`src/rtl/sa_pkg.sv`:
```
// Package: shared operation codes for the staggered ALU.
// Assumes a 3-bit operation field. Unlisted codes are handled as ADD.
package sa_pkg;
    typedef enum logic [2:0] {
        OP_ADD = 3'd0,
        OP_SUB = 3'd1,
        OP_AND = 3'd2,
        OP_OR  = 3'd3,
        OP_XOR = 3'd4
    } sa_op_e;

    // True for the bitwise operations, which carry nothing between halves.
    function automatic logic sa_is_logic(sa_op_e op);
        return (op == OP_AND) || (op == OP_OR) || (op == OP_XOR);
    endfunction
endpackage

```
`src/rtl/sa_half_slice.sv`:
```
// Module: one half-width arithmetic/logic slice (combinational).
// Assumes the caller supplies carry-in: 1 for the lower half of SUB,
// the lower half's carry-out for the upper half. Bitwise ops ignore cin
// and report no carry.
module sa_half_slice
    import sa_pkg::*;
#(
    parameter int HW = 16
) (
    input  sa_op_e          op,
    input  logic [HW-1:0]   a,
    input  logic [HW-1:0]   b,
    input  logic            cin,
    output logic [HW-1:0]   res,
    output logic            cout
);
    localparam int SW = HW + 1;

    logic [HW-1:0] b_x;
    logic [SW-1:0] sum;

    // Purpose: select operation and form result and carry-out.
    always_comb begin
        b_x = (op == OP_SUB) ? ~b : b;
        sum = {1'b0, a} + {1'b0, b_x} + SW'(cin);
        case (op)
            OP_AND:  begin res = a & b; cout = 1'b0; end
            OP_OR:   begin res = a | b; cout = 1'b0; end
            OP_XOR:  begin res = a ^ b; cout = 1'b0; end
            default: begin res = sum[HW-1:0]; cout = sum[HW]; end
        endcase
    end
endmodule

```
`src/rtl/sa_lo_stage.sv`:
```
// Module: first fast-cycle stage. Computes the lower half and registers it
// together with the upper operands, the carry and the control bits.
// Assumes the lower result register holds its value over idle cycles,
// so the dependency bypass always sees the latest issued result.
module sa_lo_stage
    import sa_pkg::*;
#(
    parameter int HW = 16
) (
    input  logic            clk,
    input  logic            rst_n,
    input  logic            in_vld,
    input  sa_op_e          in_op,
    input  logic            in_dep,
    input  logic [2*HW-1:0] in_a,
    input  logic [2*HW-1:0] in_b,
    output logic            s1_vld,
    output sa_op_e          s1_op,
    output logic            s1_dep,
    output logic [HW-1:0]   s1_ahi,
    output logic [HW-1:0]   s1_bhi,
    output logic            s1_cy,
    output logic [HW-1:0]   s1_lo
);
    logic [HW-1:0] a_eff;
    logic [HW-1:0] lo_res;
    logic          lo_cout;

    // Purpose: bypass mux choosing operand A's lower half.
    always_comb a_eff = in_dep ? s1_lo : in_a[HW-1:0];

    sa_half_slice #(.HW(HW)) u_slice (
        .op   (in_op),
        .a    (a_eff),
        .b    (in_b[HW-1:0]),
        .cin  (in_op == OP_SUB),
        .res  (lo_res),
        .cout (lo_cout)
    );

    // Purpose: stage-1 pipeline register, loaded only on a valid issue.
    always_ff @(posedge clk) begin
        if (!rst_n) begin
            s1_vld <= 1'b0;
            s1_op  <= OP_ADD;
            s1_dep <= 1'b0;
            s1_ahi <= '0;
            s1_bhi <= '0;
            s1_cy  <= 1'b0;
            s1_lo  <= '0;
        end else begin
            s1_vld <= in_vld;
            if (in_vld) begin
                s1_op  <= in_op;
                s1_dep <= in_dep;
                s1_ahi <= in_a[2*HW-1:HW];
                s1_bhi <= in_b[2*HW-1:HW];
                s1_cy  <= lo_cout;
                s1_lo  <= lo_res;
            end
        end
    end

    // a bitwise op never hands a carry to the upper half.
    assert_lo_logic_no_carry_R10: assert property (@(posedge clk) disable iff (!rst_n)
        (s1_vld && sa_is_logic(s1_op)) |-> !s1_cy);
endmodule

```
`src/rtl/sa_hi_stage.sv`:
```
// Module: second fast-cycle stage. Computes the upper half with the carry
// from stage 1 and derives signed overflow.
// Assumes the upper result register holds over idle slots for the bypass.
module sa_hi_stage
    import sa_pkg::*;
#(
    parameter int HW = 16
) (
    input  logic          clk,
    input  logic          rst_n,
    input  logic          s1_vld,
    input  sa_op_e        s1_op,
    input  logic          s1_dep,
    input  logic [HW-1:0] s1_ahi,
    input  logic [HW-1:0] s1_bhi,
    input  logic          s1_cy,
    input  logic [HW-1:0] s1_lo,
    output logic          s2_vld,
    output logic [HW-1:0] s2_lo,
    output logic [HW-1:0] s2_hi,
    output logic          s2_cy,
    output logic          s2_ov
);
    logic [HW-1:0] a_eff;
    logic [HW-1:0] b_x;
    logic [HW-1:0] hi_res;
    logic          hi_cout;
    logic          ov;

    // Purpose: bypass mux choosing operand A's upper half.
    always_comb a_eff = s1_dep ? s2_hi : s1_ahi;

    sa_half_slice #(.HW(HW)) u_slice (
        .op   (s1_op),
        .a    (a_eff),
        .b    (s1_bhi),
        .cin  (s1_cy),
        .res  (hi_res),
        .cout (hi_cout)
    );

    // Purpose: signed overflow from the sign bits of operands and result.
    always_comb begin
        b_x = (s1_op == OP_SUB) ? ~s1_bhi : s1_bhi;
        ov  = !sa_is_logic(s1_op) && (a_eff[HW-1] == b_x[HW-1])
              && (hi_res[HW-1] != a_eff[HW-1]);
    end

    // Purpose: stage-2 pipeline register, loaded when stage 1 is valid.
    always_ff @(posedge clk) begin
        if (!rst_n) begin
            s2_vld <= 1'b0;
            s2_lo  <= '0;
            s2_hi  <= '0;
            s2_cy  <= 1'b0;
            s2_ov  <= 1'b0;
        end else begin
            s2_vld <= s1_vld;
            if (s1_vld) begin
                s2_lo <= s1_lo;
                s2_hi <= hi_res;
                s2_cy <= hi_cout;
                s2_ov <= ov;
            end
        end
    end

    // bitwise ops leave carry and overflow clear.
    assert_hi_logic_no_flags_R6: assert property (@(posedge clk) disable iff (!rst_n)
        (s1_vld && sa_is_logic(s1_op)) |=> (!s2_cy && !s2_ov));
endmodule

```
`src/rtl/sa_flag_stage.sv`:
```
// Module: third fast-cycle stage. Registers zero, carry, sign and overflow
// once both halves are known. Assumes flags hold over idle slots.
module sa_flag_stage #(
    parameter int HW = 16
) (
    input  logic          clk,
    input  logic          rst_n,
    input  logic          s2_vld,
    input  logic [HW-1:0] s2_lo,
    input  logic [HW-1:0] s2_hi,
    input  logic          s2_cy,
    input  logic          s2_ov,
    output logic          s3_vld,
    output logic          f_z,
    output logic          f_c,
    output logic          f_s,
    output logic          f_v
);
    // Purpose: stage-3 flag register.
    always_ff @(posedge clk) begin
        if (!rst_n) begin
            s3_vld <= 1'b0;
            f_z    <= 1'b0;
            f_c    <= 1'b0;
            f_s    <= 1'b0;
            f_v    <= 1'b0;
        end else begin
            s3_vld <= s2_vld;
            if (s2_vld) begin
                f_z <= (s2_lo == '0) && (s2_hi == '0);
                f_c <= s2_cy;
                f_s <= s2_hi[HW-1];
                f_v <= s2_ov;
            end
        end
    end
endmodule

```
`src/rtl/staggered_alu.sv`:
```
// Module: top of the staggered half-word ALU. Chains the lower, upper and
// flag stages on one fast clock. Assumes synchronous active-low reset and
// an issue slot every cycle with no back-pressure.
module staggered_alu
    import sa_pkg::*;
#(
    parameter int HALF_W = 16
) (
    input  logic                clk,
    input  logic                rst_n,
    input  logic                iss_valid,
    input  logic [2:0]          iss_op,
    input  logic                iss_dep,
    input  logic [2*HALF_W-1:0] iss_a,
    input  logic [2*HALF_W-1:0] iss_b,
    output logic                lo_valid,
    output logic [HALF_W-1:0]   lo_data,
    output logic                hi_valid,
    output logic [HALF_W-1:0]   hi_data,
    output logic                flg_valid,
    output logic                flg_zero,
    output logic                flg_carry,
    output logic                flg_sign,
    output logic                flg_ovf
);
    localparam int WORD_W = 2 * HALF_W;

    sa_op_e              s1_op;
    logic                s1_dep;
    logic [HALF_W-1:0]   s1_ahi;
    logic [HALF_W-1:0]   s1_bhi;
    logic                s1_cy;
    logic [HALF_W-1:0]   s2_lo;
    logic                s2_cy;
    logic                s2_ov;
    logic [WORD_W-1:0]   a_w;

    // Purpose: name the operand bus at word width.
    always_comb a_w = iss_a;

    sa_lo_stage #(.HW(HALF_W)) u_lo (
        .clk    (clk),
        .rst_n  (rst_n),
        .in_vld (iss_valid),
        .in_op  (sa_op_e'(iss_op)),
        .in_dep (iss_dep),
        .in_a   (a_w),
        .in_b   (iss_b),
        .s1_vld (lo_valid),
        .s1_op  (s1_op),
        .s1_dep (s1_dep),
        .s1_ahi (s1_ahi),
        .s1_bhi (s1_bhi),
        .s1_cy  (s1_cy),
        .s1_lo  (lo_data)
    );

    sa_hi_stage #(.HW(HALF_W)) u_hi (
        .clk    (clk),
        .rst_n  (rst_n),
        .s1_vld (lo_valid),
        .s1_op  (s1_op),
        .s1_dep (s1_dep),
        .s1_ahi (s1_ahi),
        .s1_bhi (s1_bhi),
        .s1_cy  (s1_cy),
        .s1_lo  (lo_data),
        .s2_vld (hi_valid),
        .s2_lo  (s2_lo),
        .s2_hi  (hi_data),
        .s2_cy  (s2_cy),
        .s2_ov  (s2_ov)
    );

    sa_flag_stage #(.HW(HALF_W)) u_flag (
        .clk    (clk),
        .rst_n  (rst_n),
        .s2_vld (hi_valid),
        .s2_lo  (s2_lo),
        .s2_hi  (hi_data),
        .s2_cy  (s2_cy),
        .s2_ov  (s2_ov),
        .s3_vld (flg_valid),
        .f_z    (flg_zero),
        .f_c    (flg_carry),
        .f_s    (flg_sign),
        .f_v    (flg_ovf)
    );

    // every lower half is followed by its upper half one cycle later.
    assert_hi_follows_lo_R3: assert property (@(posedge clk) disable iff (!rst_n)
        lo_valid |=> hi_valid);

    // flags follow the upper half one cycle later.
    assert_flags_follow_hi_R4: assert property (@(posedge clk) disable iff (!rst_n)
        hi_valid |=> flg_valid);

    // the sign flag matches bit 31 of the upper half just published.
    assert_sign_is_top_bit_R6: assert property (@(posedge clk) disable iff (!rst_n)
        flg_valid |-> (flg_sign == $past(hi_data[HALF_W-1])));

    // an idle issue slot leaves the lower result untouched.
    assert_idle_holds_lo_R9: assert property (@(posedge clk) disable iff (!rst_n)
        !iss_valid |=> $stable(lo_data));
endmodule

```
`config.mk`:
```
export PLATFORM = sky130hd
export DESIGN_NAME = staggered_alu
export DESIGN_NICKNAME = d
export VERILOG_FILES = /design/src/rtl/sa_pkg.sv /design/src/rtl/sa_half_slice.sv /design/src/rtl/sa_lo_stage.sv /design/src/rtl/sa_hi_stage.sv /design/src/rtl/sa_flag_stage.sv /design/src/rtl/staggered_alu.sv
export SDC_FILE = /design/constraint.sdc
export NUM_CORES = 1
export LEC_CHECK = 0
export BUFFER_PORTS_ARGS = -buffer_cell sky130_fd_sc_hd__buf_2
export CAP_MARGIN = 20
export CORE_MARGIN = 2
export CORE_UTILIZATION = 56
export DETAILED_ROUTE_END_ITERATION = 10
export PLACE_DENSITY = 0.79
export SETUP_SLACK_MARGIN = 0.1
export SLEW_MARGIN = 30
export SYNTH_ARGS = -nofsm -noshare
export SYNTH_HDL_FRONTEND = slang
export SYNTH_SLANG_ARGS = --single-unit
```
`constraint.sdc`:
```
create_clock -name clk -period 10.9 [get_ports clk]
set_input_delay 2.18 -clock clk [delete_from_list [all_inputs] [get_ports clk]]
set_output_delay 2.18 -clock clk [all_outputs]
set_load 0.02 [all_outputs]
```
==> flow_summary.yaml, run 1 <==
status:
  status: "finished clean"
routing:
  drtAntennaViolNets: 0
  viasPerCell: 5.75
  vias: 6514
  drcViolationCount: 0
  wire_per_inst_um: 16.0
  drtIter0Drc: 458
  dr.pass1.iters: 5
  routed_wl_mm: 18.1
place:
  io_buffers: 109
  placed_area_um2: 7980
  dp_hpwl_mm: 13.0
  gp_congestion: 0.977
  pre_cts_slack_ns: 5.30
global_route:
  grt_pass1_vias: 6146
  antenna_found_initial: 0
  overflow: 0
  grt.total_usage: 0.256
  grt_max_degree: 73
  grt_pass1_wl_mm: 29.7
synth:
  synth_cell_type_count: 59
  synth-edff-count: 0
  synth_top_cell_area_share: 0.256
  synthXorXnorAreaFrac: 0.0561
  syn_inst: 875
  synth-simple-area-share: 0.135
  synth_compound_gate_area_share: 0.184
  syn_avg_cell_area_um2: 8.39
  synthArstFlopShare: 0
  synth_fa_ha_area_frac: 0.168
  synth_fp_nets: 1043
  muxShareOfSynthArea: 0.134
  synth-seq-cells: 94
  synth_top_family_by_area: "compound AO/OA/AOI/OAI gates"
  synthFlopType: "dfxtp_1"
  synth.area.top_cells: "dfxtp_1 (26%), ha_1 (16%), mux2i_1 (11%)"
  synth_area_um2: 7340
  yosysTopAreaCell: "dfxtp_1"
  yosysSeqAreaShare: 0.256
  yosys_warnings: 0
floorplan:
  io_pins: 110
  start_util: 0.577
  die_y_um: 119
  fp.dieW_um: 119
  dieArea_um2: 14000
  std_cell_rows: 41
  core_area_um2: 12700
clock_tree:
  cts_max_path_buffers: 2
  cts.sinks: 94
  clk_pin_slew_ns: 0.07
  cts_root_buf: "clkbuf_16"
  cts_tree: "built"
  cts_resized: 0
  cts_buffers: 9
  insertion_delay_ns: 0.35
  cts_setup_buffers: 0
  cts-htree-levels: 3
  hold_buffers: 0
power:
  total_power_mw: 1.04
  power_leakage_nw: 3.96
  ir_worst_vdd_mv: 0.0712
  p_per_area_nw_per_um2: 125
timing:
  setup_viol: 0
  maxSlewHeadroom: 0.355
  hold_violations: 0
  fin_skew_ns: 0.00553
  rsz0062_at_grt: "no"
  finalCritPeriodShare: 0.489
  finalMaxSlewViolations: 0
  setup_tns_ns: 0
  period_needed_ns: 5.33
  setup_slack_ns: 5.57
  fmax_ghz: 0.188
  worst_slew_pin_slew_ns: 0.968
setup_path:
  worst-endpoint-required_ns: 11.10
  crit_path_end_kind: "register"
  slowest_stage: "fa_1"
  criticalPathCategory: "in2reg"
  max_stage_delay_ns: 0.46
  critical-path-top-delay-family: "compound AO/OA/AOI/OAI gates"
  cp-start-kind: "input pin"
  worstPathBufferInverterCount: 3
  crit_fanout: 28
  critPathArrivalTime_ns: 5.54
  cp_cell_sequence: "buf_2, nor3b_2, buf_4, mux2_4, inv_1, fa_1, nor2b_1, o21ai_0, a21boi_0, o21a_1, o22ai_1, o211a_1, o311ai_0, a21oi_1"
cells_and_area:
  layout_common_cells: "nor2_1 (112), buf_2 (109), ha_1 (94)"
  syn_to_final_growth_pct: 12.6
  stdcell_area_um2: 8270
  drive_gt1_frac: 0.166
  final_nets: 1124
  finalCoreUtilization: 0.650
  final_common_cell: "nor2_1"
  antenna_cells: 0
min_path:
  hold_class: "reg2reg"
job:
  drv_cap: 0
[report_power, final]
part | switching [mW] | internal [mW] | leakage (nW)
clock | 0.134 | 0.176 | 0.145
combinational | 0.193 | 0.140 | 3.04
sequential | 0.0250 | 0.368 | 0.773
[sequential cells by signal (all words and copies together) (netlist names)]
signal and flops:
u_flag.f_c 1, u_hi.s2_ov 1, u_lo.s1_cy 1, u_lo.s1_op 3, u_flag.f_v 1, u_hi.s2_hi 16, u_flag.s3_vld 1, u_lo.s1_lo 16
u_flag.f_z 1, u_lo.s1_bhi 16, u_lo.s1_dep 1, u_lo.s1_ahi 16, u_lo.s1_vld 1, u_hi.s2_lo 16, u_hi.s2_vld 1, u_hi.s2_cy 1
u_flag.f_s 1
[path summary, 6_finish.rpt]
kind	startpoint	slack, ns	endpoint	depth (start not counted)
max	iss_op[0]	5.57	u_lo.s1_lo[12]	14
min	u_flag.f_z	0.48	u_flag.f_z	2
max reg2reg	u_lo.s1_op[0]	6.98	u_hi.s2_hi[14]	15
min reg2reg	u_flag.f_z	0.48	u_flag.f_z	2
[worst register-to-register path, stage by stage, from the launching register on]
cell and delay [ns]:
dfxtp_1 0.31, buf_4 0.33, nor3b_2 0.24, buf_4 0.32, xnor2_1 0.18, fa_1 0.22, inv_1 0.06, fa_1 0.46
a21o_1 0.20, a21oi_1 0.23, nor2b_1 0.11, a41o_1 0.27, o41a_1 0.35, a31oi_1 0.24, xnor2_1 0.10, a21o_1 0.18
[stage by stage]
| step | hold WS (ns) | std cells |
|---|---|---|
| floorplan | 0.451 | 875 |
| global placement | 0.460 | 1117 |
| detailed placement | 0.470 | 1117 |
| CTS | 0.482 | 1132 |
| global route | 0.518 | 1132 |
| finish | 0.481 | 1132 |
[layout make-up]
class,instances,area (um2)
clock buffers,9,225
clock inverters,6,62.6
fillers,1143,4460
inverters,78,295
multi-input cells,656,4980
flip-flops and latches,94,1880
well taps,172,215
repair buffers,117,606
[cell families (layout without fill, tap and decap cells)]
group,after synthesis,count (layout)
and+or+nand+nor,212,212
buffers and inverters,125,210
adders and majority gates,97,97
AOI/OAI and AO/OA,205,205
muxes,95,95
DFF,94,94
xor gates and xnor gates,47,47
[cell usage after synthesis, drive strengths merged, types with 8 or more instances]
cell type  count
o21a           8
nor4           8
mux2          15
a211oi        20
xnor2         42
a31oi         16
a21o          14
ha            94
nand2         25
or3            8
nand2b        12
inv           78
dfxtp         94
nor2b          8
mux2i         80
nand3         12
a21oi         49
clkbuf        34
buf           13
o21ai         45
nor2         112
a22oi         13
[metal layers]
layer / track usage / part of all wire / wire length (um)
met1: 0.357 / 0.48 / 8740
met2: 0.400 / 0.44 / 8000
met3: 0.0487 / 0.057 / 1040
met4: 0.0804 / 0.020 / 359
met5: 0 / 0 / 0
Power figures use the tool's default switching activity.
==> run 2, diff against run 1 <==
--- a/config.mk
+++ b/config.mk
@@ -8,9 +8,9 @@
 export BUFFER_PORTS_ARGS = -buffer_cell sky130_fd_sc_hd__buf_2
 export CAP_MARGIN = 20
 export CORE_MARGIN = 2
-export CORE_UTILIZATION = 56
+export CORE_UTILIZATION = 53
 export DETAILED_ROUTE_END_ITERATION = 10
-export PLACE_DENSITY = 0.79
+export PLACE_DENSITY = 0.78
 export SETUP_SLACK_MARGIN = 0.1
 export SLEW_MARGIN = 30
 export SYNTH_ARGS = -nofsm -noshare
==> constraint.sdc (replaced) <==
create_clock -name clk -period 4.4 [get_ports clk]
set_input_delay 0.88 -clock clk [delete_from_list [all_inputs] [get_ports clk]]
set_output_delay 0.88 -clock clk [all_outputs]
set_load 0.02 [all_outputs]
==> flow_summary.yaml, run 2 (synthesized netlist as in run 1, its figures left out) <==
timing:
  fmax_ghz: 0.276
  fin_skew_ns: 0.00678
  finalMaxSlewViolations: 0
  setup_slack_ns: 0.778
  maxSlewHeadroom: 0.353
  setup_viol: 0
  worst_slew_pin_slew_ns: 0.960
  setup_tns_ns: 0
  period_needed_ns: 3.62
  rsz0062_at_grt: "no"
  hold_violations: 0
  finalCritPeriodShare: 0.823
floorplan:
  start_util: 0.535
  core_area_um2: 13700
  fp.dieW_um: 122
  die_y_um: 122
  dieArea_um2: 14800
  io_pins: 110
  std_cell_rows: 43
global_route:
  overflow: 0
  grt_pass1_wl_mm: 31.0
  grt_max_degree: 66
  grt_pass1_vias: 6185
  antenna_found_initial: 0
  grt.total_usage: 0.262
place:
  dp_hpwl_mm: 14.0
  pre_cts_slack_ns: 0.451
  dp_cells: 1129
  gp_congestion: 0.955
  io_buffers: 109
  placed_area_um2: 8030
clock_tree:
  hold_buffers: 0
  insertion_delay_ns: 0.35
  cts_tree: "built"
  cts_resized: 0
  cts_setup_buffers: 0
  cts_max_path_buffers: 2
  cts-htree-levels: 3
  cts_buffers: 9
  clk_pin_slew_ns: 0.07
  cts_root_buf: "clkbuf_16"
  cts.sinks: 94
setup_path:
  cp-start-kind: "input pin"
  critPathArrivalTime_ns: 3.86
  crit_fanout: 11
  criticalPathCategory: "in2reg"
  crit_path_end_kind: "register"
  worst-endpoint-required_ns: 4.64
min_path:
  hold_class: "reg2reg"
routing:
  drtAntennaViolNets: 0
  routed_wl_mm: 18.9
  vias: 6661
  dr.pass1.iters: 5
  drcViolationCount: 0
  drtIter0Drc: 464
  wire_per_inst_um: 16.5
  viasPerCell: 5.82
cells_and_area:
  stdcell_area_um2: 8330
  drive_gt1_frac: 0.170
  instances_no_fill: 1145
  final_common_cell: "nor2_1"
  n_fill_cell: 1239
  layout_common_cells: "nor2_1 (112), buf_2 (109), ha_1 (94)"
  syn_to_final_growth_pct: 13.5
  final_nets: 1128
  finalCoreUtilization: 0.607
  antenna_cells: 0
power:
  ir_worst_vdd_mv: 0.189
  p_per_area_nw_per_um2: 313
  power_leakage_nw: 3.99
job:
  drv_cap: 0
status:
  status: "finished clean"
run 2: layout make-up:
class	instances	area, um2	area share
Timing Repair Buffer	121	648	0.0778
Inverter	78	295	0.0354
Clock inverter	7	78.8	0.00946
Tap cell	180	225	0.0270
Multi-Input combinational cell	656	4980	0.597
Clock buffer	9	225	0.0270
Sequential cell	94	1880	0.226
run 2: final timing paths:
check,start,end,slack [ns],cells after the start
setup / recovery,iss_dep,u_lo.s1_lo[15],0.78,13
hold reg to reg,u_lo.s1_ahi[11],u_lo.s1_ahi[11],0.49,2
hold / removal,u_lo.s1_ahi[11],u_lo.s1_ahi[11],0.49,2
setup reg to reg,u_lo.s1_op[1],u_hi.s2_ov,0.99,12
run 2: per-stage QoR:
step	hold slack (ns)	power (mW)
detailed placement	0.481	1.81
floorplan	0.451	1.59
global route	0.527	2.76
finish	0.495	2.61
CTS	0.499	2.62
global placement	0.464	1.80
run 2: power by group:
group          total [mW]  internal [mW]  switching [mW]  leakage (nW)
Combinational       0.833          0.349           0.483          3.06
Clock               0.804          0.450           0.354         0.152
Sequential          0.976          0.911          0.0659         0.773
Total                2.61           1.71           0.903          3.99
run 2: worst max-delay path, cell delays in order:
cell       delay, ns
buf_2           0.31
buf_4           0.26
mux2i_1         0.25
inv_1           0.09
ha_1            0.23
a21o_1          0.17
a21o_1          0.21
a21o_1          0.20
a21o_1          0.18
a2111oi_0       0.43
nor3_1          0.15
mux2i_1         0.14
or3_1           0.36
run 2: metal layers:
metal	share of wire	global-route usage	wire length (um)	vias to the layer above
met2	0.45	0.418	8440	243
met5	0	0	0	-
met1	0.47	0.366	8880	3119
met3	0.062	0.0468	1180	38
met4	0.020	0.0690	386	0
li1	-	-	-	3261
